<file path="src/rtl/ptw_pkg.sv">
package ptw_pkg;
    localparam int ENT_W   = 64;
    localparam int PAGE_SH = 12;
    localparam int IDX_W   = 9;
    localparam int LVL_W   = 3;

    typedef enum logic [2:0] {
        S_IDLE,
        S_CHECK,
        S_REQ,
        S_WAIT,
        S_EVAL,
        S_EMIT,
        S_DONE
    } walk_state_e;
endpackage

</file>
<file path="src/rtl/ptw_limit.sv">
module ptw_limit #(
    parameter int ADDR_W = 48,
    parameter int MGAW   = 39
) (
    input  logic [2:0]        aw_i,
    input  logic [ADDR_W-1:0] start_i,
    input  logic [ADDR_W-1:0] end_i,
    output logic [ADDR_W-1:0] end_o,
    output logic              beyond_o
);
    logic [6:0]        gaw;
    logic [6:0]        eff;
    logic [ADDR_W-1:0] lim;

    always_comb begin
        gaw      = 7'd30 + 7'd9 * {4'd0, aw_i};
        eff      = (gaw > 7'(MGAW)) ? 7'(MGAW) : gaw;
        lim      = ADDR_W'(1) << eff;
        beyond_o = (start_i >= lim);
        end_o    = (end_i >= lim) ? lim : end_i;
    end
endmodule

</file>
<file path="src/rtl/ptw_level_geom.sv">
module ptw_level_geom
    import ptw_pkg::*;
#(
    parameter int ADDR_W = 48
) (
    input  logic [LVL_W-1:0]  lvl_i,
    input  logic [ADDR_W-1:0] iova_i,
    output logic [ADDR_W-1:0] lo_o,
    output logic [ADDR_W-1:0] align_o,
    output logic [ADDR_W-1:0] next_o,
    output logic [IDX_W-1:0]  idx_o
);
    logic [5:0]        sh;
    logic [ADDR_W-1:0] size;

    always_comb begin
        sh      = 6'(PAGE_SH) + 6'(IDX_W) * (6'(lvl_i) - 6'd1);
        size    = ADDR_W'(1) << sh;
        lo_o    = size - ADDR_W'(1);
        align_o = iova_i & ~lo_o;
        next_o  = align_o + size;
        idx_o   = IDX_W'(iova_i >> sh);
    end
endmodule

</file>
<file path="src/rtl/ptw_entry_decode.sv">
module ptw_entry_decode
    import ptw_pkg::*;
#(
    parameter int ADDR_W = 48,
    parameter int MGAW   = 39
) (
    input  logic [ENT_W-1:0]  ent_i,
    input  logic              err_i,
    input  logic [LVL_W-1:0]  lvl_i,
    input  logic [ADDR_W-1:0] lo_i,
    input  logic              prd_i,
    input  logic              pwr_i,
    output logic              skip_o,
    output logic              leaf_o,
    output logic              rd_o,
    output logic              wr_o,
    output logic [ADDR_W-1:0] addr_o
);
    logic ps;
    logic lvl_one;
    logic hi_rsvd;
    logic ps_rsvd;
    logic big_rsvd;

    always_comb begin
        ps       = ent_i[7];
        lvl_one  = (lvl_i == LVL_W'(1));
        leaf_o   = lvl_one || (ps && (lvl_i == LVL_W'(2) || lvl_i == LVL_W'(3)));
        hi_rsvd  = |ent_i[ENT_W-1:MGAW];
        ps_rsvd  = ps && (lvl_i > LVL_W'(3));
        big_rsvd = leaf_o && !lvl_one &&
                   (|(ent_i[ADDR_W-1:0] & lo_i & ~ADDR_W'(12'hfff)));
        skip_o   = err_i || (&ent_i) || hi_rsvd || ps_rsvd || big_rsvd;
        rd_o     = prd_i && ent_i[0];
        wr_o     = pwr_i && ent_i[1];
        addr_o   = '0;
        addr_o[MGAW-1:PAGE_SH] = ent_i[MGAW-1:PAGE_SH];
    end
endmodule

</file>
<file path="src/rtl/ptw_range_walker.sv">
module ptw_range_walker
    import ptw_pkg::*;
#(
    parameter int ADDR_W = 48,
    parameter int MGAW   = 39
) (
    input  logic              clk,
    input  logic              rst_n,
    input  logic              go_i,
    input  logic [ADDR_W-1:0] root_i,
    input  logic [LVL_W-1:0]  levels_i,
    input  logic [2:0]        aw_i,
    input  logic [ADDR_W-1:0] start_i,
    input  logic [ADDR_W-1:0] end_i,
    input  logic              unmap_i,
    output logic              req_valid_o,
    input  logic              req_ready_i,
    output logic [ADDR_W-1:0] req_addr_o,
    input  logic              rsp_valid_i,
    input  logic [ENT_W-1:0]  rsp_data_i,
    input  logic              rsp_err_i,
    output logic              rec_valid_o,
    input  logic              rec_ready_i,
    output logic [ADDR_W-1:0] rec_iova_o,
    output logic [ADDR_W-1:0] rec_addr_o,
    output logic [ADDR_W-1:0] rec_mask_o,
    output logic              rec_rd_o,
    output logic              rec_wr_o,
    output logic              done_o,
    output logic              fault_o
);
    localparam int STK_N = 1 << LVL_W;

    walk_state_e       state_q, state_d;
    logic [LVL_W-1:0]  lvl_q, top_q;
    logic [ADDR_W-1:0] iova_q;
    logic [ENT_W-1:0]  ent_q;
    logic              err_q, unmap_q, fault_q;

    logic [ADDR_W-1:0] stk_base [STK_N];
    logic [ADDR_W-1:0] stk_end  [STK_N];
    logic              stk_rd   [STK_N];
    logic              stk_wr   [STK_N];

    logic [ADDR_W-1:0] end_clamp;
    logic              beyond;
    logic [ADDR_W-1:0] lo, align, nxt, tbl_addr, sub_end;
    logic [IDX_W-1:0]  idx;
    logic              skip, leaf, eff_rd, eff_wr;
    logic              at_end, descend, emit;

    ptw_limit #(.ADDR_W(ADDR_W), .MGAW(MGAW)) u_limit (
        .aw_i     (aw_i),
        .start_i  (start_i),
        .end_i    (end_i),
        .end_o    (end_clamp),
        .beyond_o (beyond)
    );

    ptw_level_geom #(.ADDR_W(ADDR_W)) u_geom (
        .lvl_i   (lvl_q),
        .iova_i  (iova_q),
        .lo_o    (lo),
        .align_o (align),
        .next_o  (nxt),
        .idx_o   (idx)
    );

    ptw_entry_decode #(.ADDR_W(ADDR_W), .MGAW(MGAW)) u_dec (
        .ent_i  (ent_q),
        .err_i  (err_q),
        .lvl_i  (lvl_q),
        .lo_i   (lo),
        .prd_i  (stk_rd[lvl_q]),
        .pwr_i  (stk_wr[lvl_q]),
        .skip_o (skip),
        .leaf_o (leaf),
        .rd_o   (eff_rd),
        .wr_o   (eff_wr),
        .addr_o (tbl_addr)
    );

    always_comb begin
        at_end  = (iova_q >= stk_end[lvl_q]);
        sub_end = (nxt < stk_end[lvl_q]) ? nxt : stk_end[lvl_q];
        descend = !skip && !leaf && (eff_rd || eff_wr);
        emit    = !skip && leaf && (eff_rd || eff_wr || unmap_q);
    end

    // state register
    always_ff @(posedge clk or negedge rst_n) begin
        if (!rst_n) state_q <= S_IDLE;
        else        state_q <= state_d;
    end

    // next state
    always_comb begin
        state_d = state_q;
        unique case (state_q)
            S_IDLE:  if (go_i) state_d = beyond ? S_DONE : S_CHECK;
            S_CHECK: begin
                if (!at_end)             state_d = S_REQ;
                else if (lvl_q == top_q) state_d = S_DONE;
            end
            S_REQ:   if (req_ready_i) state_d = S_WAIT;
            S_WAIT:  if (rsp_valid_i) state_d = S_EVAL;
            S_EVAL:  state_d = emit ? S_EMIT : S_CHECK;
            S_EMIT:  if (rec_ready_i) state_d = S_CHECK;
            S_DONE:  state_d = S_IDLE;
            default: state_d = S_IDLE;
        endcase
    end

    // walk datapath and level stack
    always_ff @(posedge clk or negedge rst_n) begin
        if (!rst_n) begin
            lvl_q   <= '0;
            top_q   <= '0;
            iova_q  <= '0;
            ent_q   <= '0;
            err_q   <= 1'b0;
            unmap_q <= 1'b0;
            fault_q <= 1'b0;
            for (int i = 0; i < STK_N; i++) begin
                stk_base[i] <= '0;
                stk_end[i]  <= '0;
                stk_rd[i]   <= 1'b0;
                stk_wr[i]   <= 1'b0;
            end
        end else begin
            case (state_q)
                S_IDLE: if (go_i) begin
                    fault_q            <= beyond;
                    unmap_q            <= unmap_i;
                    lvl_q              <= levels_i;
                    top_q              <= levels_i;
                    iova_q             <= start_i;
                    stk_base[levels_i] <= root_i;
                    stk_end[levels_i]  <= end_clamp;
                    stk_rd[levels_i]   <= 1'b1;
                    stk_wr[levels_i]   <= 1'b1;
                end
                S_CHECK: if (at_end && lvl_q != top_q) lvl_q <= lvl_q + LVL_W'(1);
                S_WAIT: if (rsp_valid_i) begin
                    ent_q <= rsp_data_i;
                    err_q <= rsp_err_i;
                end
                S_EVAL: begin
                    if (descend) begin
                        stk_base[lvl_q - LVL_W'(1)] <= tbl_addr;
                        stk_end[lvl_q - LVL_W'(1)]  <= sub_end;
                        stk_rd[lvl_q - LVL_W'(1)]   <= eff_rd;
                        stk_wr[lvl_q - LVL_W'(1)]   <= eff_wr;
                        lvl_q                       <= lvl_q - LVL_W'(1);
                    end else if (!emit) begin
                        iova_q <= nxt;
                    end
                end
                S_EMIT: if (rec_ready_i) iova_q <= nxt;
                default: ;
            endcase
        end
    end

    // outputs
    always_comb begin
        req_valid_o = (state_q == S_REQ);
        req_addr_o  = stk_base[lvl_q] + ADDR_W'({idx, 3'b000});
        rec_valid_o = (state_q == S_EMIT);
        rec_iova_o  = align;
        rec_addr_o  = tbl_addr;
        rec_mask_o  = lo;
        rec_rd_o    = eff_rd;
        rec_wr_o    = eff_wr;
        done_o      = (state_q == S_DONE);
        fault_o     = (state_q == S_DONE) && fault_q;
    end

    AST_REQ_HOLD: assert property (@(posedge clk) disable iff (!rst_n)
        req_valid_o && !req_ready_i |=> req_valid_o && $stable(req_addr_o));
    AST_REC_HOLD: assert property (@(posedge clk) disable iff (!rst_n)
        rec_valid_o && !rec_ready_i |=> rec_valid_o && $stable(rec_iova_o) &&
        $stable(rec_addr_o) && $stable(rec_mask_o) && $stable(rec_rd_o) &&
        $stable(rec_wr_o));
    AST_DONE_PULSE: assert property (@(posedge clk) disable iff (!rst_n)
        done_o |=> !done_o);
    AST_FAULT_AFTER_GO: assert property (@(posedge clk) disable iff (!rst_n)
        fault_o |-> $past(go_i));
    AST_REC_ALIGNED: assert property (@(posedge clk) disable iff (!rst_n)
        rec_valid_o |-> (rec_iova_o & rec_mask_o) == '0);
    AST_UNMAP_GATE: assert property (@(posedge clk) disable iff (!rst_n)
        rec_valid_o && !rec_rd_o && !rec_wr_o |-> unmap_q);
endmodule

</file>
<file path="config.mk">
export PLATFORM = sky130hd
export DESIGN_NAME = ptw_range_walker
export DESIGN_NICKNAME = d
export VERILOG_FILES = /design/src/rtl/ptw_pkg.sv /design/src/rtl/ptw_limit.sv /design/src/rtl/ptw_level_geom.sv /design/src/rtl/ptw_entry_decode.sv /design/src/rtl/ptw_range_walker.sv
export SDC_FILE = /design/constraint.sdc
export NUM_CORES = 2
export LEC_CHECK = 0
export BUFFER_PORTS_ARGS = -buffer_cell sky130_fd_sc_hd__buf_2
export CAP_MARGIN = 20
export CORE_MARGIN = 5
export CORE_UTILIZATION = 55
export DETAILED_ROUTE_END_ITERATION = 8
export GPL_TIMING_DRIVEN = 0
export PLACE_DENSITY = 0.74
export SLEW_MARGIN = 30
export SYNTH_ARGS = -nofsm -noshare
export SYNTH_HDL_FRONTEND = slang
export SYNTH_HIERARCHICAL = 1
export SYNTH_SLANG_ARGS = --single-unit
</file>
<file path="constraint.sdc">
create_clock -name clk -period 15.8 [get_ports clk]
set_clock_uncertainty 0.05 [all_clocks]
set_input_delay 4.74 -clock clk [delete_from_list [all_inputs] [get_ports clk]]
set_output_delay 4.74 -clock clk [all_outputs]
set_load 0.05 [all_outputs]
</file>
==> flow_metrics.env <==
export IMPL_hold_path_class="flop to flop"
export IMPL_cpMostUsedCell="ha_1"
export IMPL_timing_fmax_ghz=0.0643
export IMPL_worst_pin_slew_ps=1160
export IMPL_rows=120
export IMPL_die_area_um2=115000
export IMPL_synth_cells=6370
export IMPL_grt_overflow=0
export IMPL_cts_buffer_depth=3
export IMPL_route_detailed_drc=0
export IMPL_clock_sinks=899
export IMPL_nFillCells=9255
export IMPL_grt_max_degree=123
export IMPL_setup_slack_ps=246
export IMPL_cp_slowest_cell="dfrtp_2"
export IMPL_nNetsFinal=7342
export IMPL_required_ps=16310
export IMPL_place_ws_ps=-2020
export IMPL_clk_insertion_delay_late_ps=740
export IMPL_finalCriticalPeriod_ps=15550
export IMPL_boundaryPins=420
export IMPL_path_max_fanout=19
export IMPL_critical_path_max_stage_delay_ps=580
export IMPL_cp_end_kind="flop"
export IMPL_clockRootBuffer="clkbuf_16"
export IMPL_dp_hpwl_um=206000
export IMPL_design_core_area_um2=107000
export IMPL_rsz0062_at_grt="no"
export IMPL_area_growth_synth_to_final_pct=13.1
export IMPL_chipHeight_um=339
export IMPL_drt_pass1_iterations=9
export IMPL_cp_arrival_ps=16060
export IMPL_via_count=59800
export IMPL_ys_warn_count=6
export IMPL_cts_htree_levels=3
export IMPL_postPlaceCellArea_um2=63500
export IMPL_port_buffers=339
export IMPL_die_width_um=339
export IMPL_antenna_found_initial=32
export IMPL_ant_nets=0
export IMPL_slew_viol_final=0
export IMPL_grt_pass1_wl_um=397000
export IMPL_viasPerCell=7.13
export IMPL_cts_buffers=99
export IMPL_cts_setup_buffers=0
export IMPL_slew_headroom_pct=22.8
export IMPL_grtUsageTotal_pct=46.6
export IMPL_post_route_util_pct=62.7
export IMPL_stdcell_area_um2=67200
export IMPL_finalWirelength_um=277000
export IMPL_drt_initial_drc_count=9252
export IMPL_wire_per_inst_um=33.1
export IMPL_critical_path_class="flop to flop"
export IMPL_drv_cap=0
export IMPL_netlist_area_um2=59400
export IMPL_start_util_pct=55.4
export IMPL_layout_drive_gt1_share_pct=16.3
export IMPL_setup_violations=0
export IMPL_outcome="complete, no violations"
export IMPL_gp_congestion=1.09
export IMPL_synth_area_per_cell_um2=9.33
export IMPL_report_final_hold_viol_count=0
export IMPL_cts_clk_slew_worst_paths_ps=60
export IMPL_critPathLaunchType="flop"
export IMPL_grt_pass1_vias=56800
export IMPL_tritoncts="done"
export IMPL_min_period_over_period_pct=98.4
-- cells in the final DEF, fill, tap and decap left out, drive strengths merged, types with 33 or more instances in the layout --
cell type and count:
dfrtp 899, mux4 232, a221oi 301, inv 134, conb 37, a22oi 303
and2 81, o22ai 102, nand4 51, diode 33, nor3 61, nor2 929
mux2 78, o21ai 573, nand2 481, a21oi 296, buf 609, nand3 114
ha 256, xor2 45, xnor2 78, mux2i 193, o211ai 60, and3 74
clkbuf 564, a21o 44
-- metal layers --
| metal | track usage, % | wire (um) | vias to the layer above |
|---|---|---|---|
| met5 | 0 | 42 | - |
| met4 | 35.1 | 27800 | 6 |
| met3 | 16.7 | 37700 | 1262 |
| met2 | 67.7 | 116000 | 5017 |
| met1 | 57.1 | 95400 | 29100 |
| li1 | - | - | 24400 |
-- worst max-delay path: cells and delay by family, from the launching register on --
| family | cells | cell delay (ps) |
|---|---|---|
| compound gates | 20 | 5040 |
| flops | 1 | 580 |
| simple gates | 6 | 1820 |
| buf+inv | 15 | 4350 |
| xor+xnor | 4 | 1610 |
| fa+ha+maj | 6 | 1850 |
-- registers in the layout, indices dropped and copies added, names as in the netlist --
register / count
unmap_q: 1
lvl_q: 3
fault_q: 1
stk_wr: 8
stk_rd: 8
stk_base: 384
top_q: 3
state_q: 3
stk_end: 384
err_q: 1
iova_q: 48
ent_q: 55
-- stage by stage --
step | setup TNS [ps] | std cells | hold WS (ps)
final | 0 | 8378 | 429
after global routing | 0 | 8358 | 439
after CTS | 0 | 8345 | 426
after detailed placement | -713340 | 8165 | 413
after global placement | -9835890 | 8147 | 407
after floorplan | 0 | 6405 | 389
-- cell type report --
class | count | area (um^2) | area share (%)
multi-input cells | 4692 | 33800 | 50.3
plain buffers | 681 | 3080 | 4.59
inverters | 130 | 488 | 0.726
repair buffers | 358 | 2010 | 3.00
diodes | 33 | 82.6 | 0.123
flip-flops and latches | 899 | 22500 | 33.5
well taps | 1403 | 1760 | 2.61
clock buffers | 134 | 2860 | 4.26
clock inverters | 48 | 623 | 0.927
-- worst paths after layout --
| check | startpoint | cells past startpoint | slack (ps) | endpoint |
|---|---|---|---|---|
| setup / recovery | lvl_q[0]$_DFFE_PN0P_ | 51 | 250 | stk_end[90]$_DFFE_PN0P_ |
| min in group asynchronous | rst_n | 1 | 3860 | stk_base[156]$_DFFE_PN0P_ |
| hold reg to reg | fault_q$_DFFE_PN0P_ | 2 | 430 | fault_q$_DFFE_PN0P_ |
| hold / removal | fault_q$_DFFE_PN0P_ | 2 | 430 | fault_q$_DFFE_PN0P_ |
| setup reg to reg | lvl_q[0]$_DFFE_PN0P_ | 51 | 250 | stk_end[90]$_DFFE_PN0P_ |
| max in group asynchronous | rst_n | 4 | 9730 | stk_end[201]$_DFFE_PN0P_ |
-- timing repair --
| action | in CTS | in global routing |
|---|---|---|
| setup endpoints to repair | 453 | 403 |
| hold buffers | 0 | 0 |
| gates resized for setup | 21 | 8 |
Power is left out: the tool's default activity adds up to more than one toggle a clock period on the data nets, which glitch-free logic cannot reach.
